### config.mk
export PLATFORM = sky130hd
export DESIGN_NAME = spec_load_table
export DESIGN_NICKNAME = d
export VERILOG_FILES = /design/src/rtl/slt_pkg.sv /design/src/rtl/slt_overlap.sv /design/src/rtl/slt_tag_match.sv /design/src/rtl/slt_alloc.sv /design/src/rtl/spec_load_table.sv
export SDC_FILE = /design/constraint.sdc
export NUM_CORES = 2
export LEC_CHECK = 0
export ABC_CLOCK_PERIOD_IN_PS = 13800
export BUFFER_PORTS_ARGS = -buffer_cell sky130_fd_sc_hd__buf_4
export CORE_MARGIN = 3
export CORE_UTILIZATION = 53
export DETAILED_ROUTE_END_ITERATION = 8
export PLACE_DENSITY = 0.71
export SLEW_MARGIN = 0
export SYNTH_ARGS = -nofsm -noshare
export SYNTH_HDL_FRONTEND = slang
export SYNTH_SLANG_ARGS = --single-unit
### constraint.sdc
create_clock -name clk -period 13.8 [get_ports clk]
set_input_delay 4.14 -clock clk [delete_from_list [all_inputs] [get_ports clk]]
set_output_delay 4.14 -clock clk [all_outputs]
set_load 0.1 [all_outputs]
### src/rtl/slt_pkg.sv
// Shared definitions for the speculative load conflict table.
// Assumes access sizes are naturally encoded as a power-of-two byte count.
package slt_pkg;

    typedef enum logic [1:0] {
        SZ_B1 = 2'd0,
        SZ_B2 = 2'd1,
        SZ_B4 = 2'd2,
        SZ_B8 = 2'd3
    } acc_size_e;

    // Byte count of an access size code.
    function automatic logic [3:0] size_bytes(input acc_size_e sz);
        return 4'd1 << sz;
    endfunction

endpackage

### src/rtl/slt_overlap.sv
// Byte range overlap compare between a recorded access and a store.
// Assumes: ranges are half-open [addr, addr+bytes). The end is computed one bit
// wider so that a range reaching the top of the address space does not wrap.
module slt_overlap #(
    parameter int ADDR_W = 64
) (
    input  logic [ADDR_W-1:0] a_addr,
    input  logic [1:0]        a_size,
    input  logic [ADDR_W-1:0] b_addr,
    input  logic [1:0]        b_size,
    output logic              hit
);
    localparam int EW = ADDR_W + 1;

    logic [EW-1:0] a_lo, a_hi, b_lo, b_hi;

    // Form both ranges and test whether each start lies below the other's end.
    always_comb begin
        a_lo = {1'b0, a_addr};
        b_lo = {1'b0, b_addr};
        a_hi = a_lo + EW'(slt_pkg::size_bytes(slt_pkg::acc_size_e'(a_size)));
        b_hi = b_lo + EW'(slt_pkg::size_bytes(slt_pkg::acc_size_e'(b_size)));
        hit  = (a_lo < b_hi) && (b_lo < a_hi);
    end

endmodule

### src/rtl/slt_tag_match.sv
// Parallel tag compare across all entries; only live entries may match.
// Assumes the caller keeps tags unique among live entries.
module slt_tag_match #(
    parameter int ENTRIES = 8,
    parameter int TAG_W   = 7
) (
    input  logic [ENTRIES-1:0]            vld,
    input  logic [ENTRIES-1:0][TAG_W-1:0] tags,
    input  logic [TAG_W-1:0]              key,
    output logic [ENTRIES-1:0]            match
);
    for (genvar g = 0; g < ENTRIES; g++) begin : g_cmp
        // One comparator per entry.
        assign match[g] = vld[g] && (tags[g] == key);
    end

endmodule

### src/rtl/slt_alloc.sv
// Entry selection for an insert: tag match first, then lowest free entry,
// then the round-robin victim. Owns the round-robin pointer.
// Assumes ENTRIES >= 2 and that at most one entry matches.
module slt_alloc #(
    parameter  int ENTRIES = 8,
    localparam int IDX_W   = $clog2(ENTRIES)
) (
    input  logic               clk,
    input  logic               rst_n,
    input  logic               req,
    input  logic [ENTRIES-1:0] vld,
    input  logic [ENTRIES-1:0] match,
    output logic [IDX_W-1:0]   sel
);
    logic [IDX_W-1:0] rr_ptr;
    logic [IDX_W-1:0] match_idx, free_idx;
    logic             any_match, any_free;

    // Priority-encode the matching entry and the lowest free entry.
    always_comb begin
        match_idx = '0;
        free_idx  = '0;
        any_match = 1'b0;
        any_free  = 1'b0;
        for (int i = 0; i < ENTRIES; i++) begin
            if (match[i] && !any_match) begin
                match_idx = IDX_W'(i);
                any_match = 1'b1;
            end
            if (!vld[i] && !any_free) begin
                free_idx = IDX_W'(i);
                any_free = 1'b1;
            end
        end
    end

    // Choose the target entry in priority order.
    always_comb begin
        if (any_match)     sel = match_idx;
        else if (any_free) sel = free_idx;
        else               sel = rr_ptr;
    end

    // Advance the victim pointer only when an eviction actually happens.
    always_ff @(posedge clk) begin
        if (!rst_n) begin
            rr_ptr <= '0;
        end else if (req && !any_match && !any_free) begin
            rr_ptr <= (rr_ptr == IDX_W'(ENTRIES - 1)) ? '0 : rr_ptr + 1'b1;
        end
    end

endmodule

### src/rtl/spec_load_table.sv
// Speculative load conflict table. It records early loads by destination tag
// with their byte range, kills records hit by overlapping stores, and answers
// tag queries one cycle later.
// Update order within a cycle: check-clear, then insert, then store kill.
// A query always sees the state at the start of the cycle.
module spec_load_table #(
    parameter  int ENTRIES = 8,
    parameter  int TAG_W   = 7,
    parameter  int ADDR_W  = 64,
    localparam int IDX_W   = $clog2(ENTRIES)
) (
    input  logic              clk,
    input  logic              rst_n,
    input  logic              ins_valid,
    input  logic [TAG_W-1:0]  ins_tag,
    input  logic [ADDR_W-1:0] ins_addr,
    input  logic [1:0]        ins_size,
    input  logic              st_valid,
    input  logic [ADDR_W-1:0] st_addr,
    input  logic [1:0]        st_size,
    input  logic              chk_valid,
    input  logic [TAG_W-1:0]  chk_tag,
    input  logic              chk_clear,
    output logic              chk_resp_valid,
    output logic              chk_hit
);
    // Entry storage.
    logic [ENTRIES-1:0]             ent_vld;
    logic [ENTRIES-1:0][TAG_W-1:0]  ent_tag;
    logic [ENTRIES-1:0][ADDR_W-1:0] ent_addr;
    logic [ENTRIES-1:0][1:0]        ent_size;

    // Staged state after clear and insert.
    logic [ENTRIES-1:0]             clr_vld;
    logic [ENTRIES-1:0]             stg_vld;
    logic [ENTRIES-1:0][TAG_W-1:0]  stg_tag;
    logic [ENTRIES-1:0][ADDR_W-1:0] stg_addr;
    logic [ENTRIES-1:0][1:0]        stg_size;
    logic [ENTRIES-1:0]             nxt_vld;

    logic [ENTRIES-1:0] chk_match;
    logic [ENTRIES-1:0] ins_match;
    logic [ENTRIES-1:0] kill;
    logic [IDX_W-1:0]   ins_sel;

    // Query lookup against the current state.
    slt_tag_match #(.ENTRIES(ENTRIES), .TAG_W(TAG_W)) u_chk_match (
        .vld   (ent_vld),
        .tags  (ent_tag),
        .key   (chk_tag),
        .match (chk_match)
    );

    // Drop the record that a consuming check hit.
    always_comb begin
        clr_vld = ent_vld;
        if (chk_valid && chk_clear) clr_vld = ent_vld & ~chk_match;
    end

    // Insert lookup against the post-clear state.
    slt_tag_match #(.ENTRIES(ENTRIES), .TAG_W(TAG_W)) u_ins_match (
        .vld   (clr_vld),
        .tags  (ent_tag),
        .key   (ins_tag),
        .match (ins_match)
    );

    slt_alloc #(.ENTRIES(ENTRIES)) u_alloc (
        .clk   (clk),
        .rst_n (rst_n),
        .req   (ins_valid),
        .vld   (clr_vld),
        .match (ins_match),
        .sel   (ins_sel)
    );

    // Write the inserted record into the staged copy.
    always_comb begin
        stg_vld  = clr_vld;
        stg_tag  = ent_tag;
        stg_addr = ent_addr;
        stg_size = ent_size;
        if (ins_valid) begin
            stg_vld[ins_sel]  = 1'b1;
            stg_tag[ins_sel]  = ins_tag;
            stg_addr[ins_sel] = ins_addr;
            stg_size[ins_sel] = ins_size;
        end
    end

    // Store snoop compares run on the staged copy so a same-cycle insert is covered.
    for (genvar g = 0; g < ENTRIES; g++) begin : g_snoop
        slt_overlap #(.ADDR_W(ADDR_W)) u_ovl (
            .a_addr (stg_addr[g]),
            .a_size (stg_size[g]),
            .b_addr (st_addr),
            .b_size (st_size),
            .hit    (kill[g])
        );
    end

    // Apply store kills last.
    always_comb begin
        nxt_vld = st_valid ? (stg_vld & ~kill) : stg_vld;
    end

    // Commit the table state.
    always_ff @(posedge clk) begin
        if (!rst_n) begin
            ent_vld  <= '0;
            ent_tag  <= '0;
            ent_addr <= '0;
            ent_size <= '0;
        end else begin
            ent_vld  <= nxt_vld;
            ent_tag  <= stg_tag;
            ent_addr <= stg_addr;
            ent_size <= stg_size;
        end
    end

    // Register the query response.
    always_ff @(posedge clk) begin
        if (!rst_n) begin
            chk_resp_valid <= 1'b0;
            chk_hit        <= 1'b0;
        end else begin
            chk_resp_valid <= chk_valid;
            chk_hit        <= chk_valid && (|chk_match);
        end
    end

endmodule

==> metrics <==
fmax 75.0 MHz; Power Internal 3.56 mW; Overflow after GRT 0; synth unique cells 91; clk slew on worst S/H paths ~0.060 ns; Tcrit/Tclk final 0.967; initial antenna violation count 13; Placer Congestion 1.09; crit path kind in2reg; Post-synth EDFFs 0; Power Density between 70 and 80 mW/mm^2; failing checks capacitance limit, slew limit; fin util 0.590; Root Buffer clkbuf_16; Resized cells post-CTS 0; Sink Count 597; post-route design area roughly 0.07 sq mm; CTS tree done; Initial Utilization 0.537; Crit. End Element register; Num CTS Buffers 83; IO Count approximately 150; Synth area leader ha_1; clock latency on the worst-skew pair between 0.7 and 0.8 ns; Layout area overhead 9.83%; NumNets Final 9405; CP max stage delay 0.96 ns; Syn. warnings 0; Worst Hold Class reg2reg; top_reg_cell synth dfxtp_1; commonest non-fill, non-tap cells in the layout ha_1, nand2_1, dfxtp_1; Post-synth ARST share 0; largest net degree at the start of global routing about 160; first-pass GRT wire length 425000 microns; maximum VDD drop 0.109 mV; Syn Area/Cell 8.00 sq um; drt total wl between 200000 and 300000 microns; Slew @ Worst Pin 1.56 ns; ranking of synthesized cells by area ha_1, dfxtp_1, mux2i_1; Routed wire per std cell 30.2 microns; Placed Cells 9717; Reg power frac 0.332; #FFs+latches synth 597; status complete, but fails checks; leakage power roughly 34 nW; most common cell after layout, fill and taps aside ha_1; mapped cell area 0.0649 sq mm; area share of the largest cell type after synthesis 0.203; relative slew slack -0.0525; DRT iter0 DRCs around 7900; Gate Count Post-Synth 8111; FF-to-FF setup slack 3.66 ns; vias in the first global route 61200; fin crit period 13.34 ns; share of layout cells above drive strength 1 0.0751; post-route ant nets 0; CP max FO 33; total global-route track usage 0.455; critical path arrival 13.96 ns; overall power 5.37 mW; Detailed Routing Iterations Pass 1 7; HPWL after DPL 227000 microns; RSZ-0062 raised after global routing no; post-route insts no fill 9874; # DRC 0; combinational share of power 0.235; max_cap viols 2; via/cell ratio about 6.6; WP data required 14.42 ns; setup bufs post-CTS 0; std cell rows about 130; die height 356 microns; Slowest cell on crit path o31ai_1; CP startpoint kind input pin; Final Hold Violating Endpoints 0; Syn Nets 9326; Longest Clk Path Bufs 3; final setup vio count 0; die area 0.127 sq mm; final clock skew 0.0460 ns; Slew Viols, Final 5; vias between 60000 and 70000; Seq/Total Area, Yosys 0.184; final setup TNS 0 ns; sw frac 0.337; H-tree levels 3; CORE AREA around 0.12 sq mm; switching pwr between 1.5 and 2 mW; Area after DPL between 0.06 and 0.07 sq mm; Die X 356 microns; Port Buffers 153; clock power share 0.433; hold buffers post-CTS 0
power groups by stage:
stage | logic, mW | registers (mW) | clock network [mW]
floorplan | 0.715 | 1.81 | 0
global placement | 1.18 | 1.82 | 0
detailed placement | 1.20 | 1.82 | 0
CTS | 1.21 | 1.78 | 2.34
global route | 1.34 | 1.79 | 2.40
finish | 1.26 | 1.79 | 2.33
logic make-up (layout without fill, tap and decap cells):
logic type                 after synthesis  count (layout)  share of synthesized area
adders and majority gates             1063            1063                      0.206
muxes                                  565             565                     0.0882
and+or+nand+nor                       2998            2998                      0.242
AOI/OAI and AO/OA                     1416            1416                      0.142
buffers and inverters                  811             956                     0.0486
xor gates and xnor gates               661             661                     0.0892
DFF                                    597             597                      0.184
other                                    0               6                          0
per-layer routing:
| layer | GRT usage | share of wire | vias to the layer above |
|---|---|---|---|
| met5 | 0 | 0.00015 | - |
| met4 | 0.271 | 0.074 | 6 |
| met3 | 0.151 | 0.14 | 1013 |
| met2 | 0.643 | 0.39 | 4127 |
| met1 | 0.597 | 0.40 | 30800 |
| li1 | - | - | 29000 |
synth_stat cells (12+ instances only):
cell type	instances
nor3_1	191
a21boi_0	60
dfxtp_1	597
nand4_1	306
a221oi_1	16
nor2b_1	550
ha_1	1054
nor4_1	58
xnor2_1	548
or4_1	23
or3_1	26
a21oi_1	324
a41oi_1	12
and3_1	148
o21a_1	25
inv_1	476
buf_2	76
mux2_2	55
clkbuf_1	215
a211o_1	15
o21ai_0	300
nand2b_1	84
and4_1	31
mux2i_1	510
nand3b_1	27
or2_2	21
nand3_1	257
and2_1	108
nor3b_1	16
nand2_1	661
xor2_1	113
nor2_1	458
buf_1	40
o211ai_1	24
a21o_1	370
a211oi_1	38
a31oi_1	78
o31ai_1	32
worst paths after layout:
check / end / cells past startpoint / from
worst max-delay path: ent_vld[6] / 31 / chk_valid
worst min register to register: ent_tag[10] / 2 / ent_tag[10]
worst min-delay path: ent_tag[10] / 2 / ent_tag[10]
worst max register to register: ent_vld[6] / 31 / ent_tag[35]
critical path: cells and delay by family:
| kind | cells | cell delay (ns) |
|---|---|---|
| AOI/OAI and AO/OA | 12 | 5.15 |
| and+or+nand+nor | 12 | 2.85 |
| adders and majority gates | 3 | 0.96 |
| buffers and inverters | 3 | 0.70 |
| xor gates and xnor gates | 1 | 0.14 |
metrics by stage:
stage	hold slack (ns)	setup WS, ns
detailed placement	0.505	0.195
floorplan	0.477	2.04
CTS	0.513	0.944
global route	0.533	0.0297
finish	0.511	0.458
global placement	0.498	0.389
sequential cells by signal (all words and copies together), names as in the netlist:
signal / cells
ent_addr: 512
ent_tag: 56
ent_size: 16
ent_vld: 8
u_alloc.rr_ptr: 3
chk_hit: 1
chk_resp_valid: 1
final cells by class:
| class | count | area [sq um] |
|---|---|---|
| Multi-Input combinational cell | 6703 | 50100 |
| Fill cell | 11200 | 49500 |
| Sequential cell | 597 | 12000 |
| Timing Repair Buffer | 328 | 2520 |
| Clock buffer | 107 | 2370 |
| Tap cell | 1612 | 2020 |
| Inverter | 477 | 1790 |
| Clock inverter | 44 | 490 |
| Antenna cell | 6 | 15.0 |
Power figures use the tool's default switching activity.
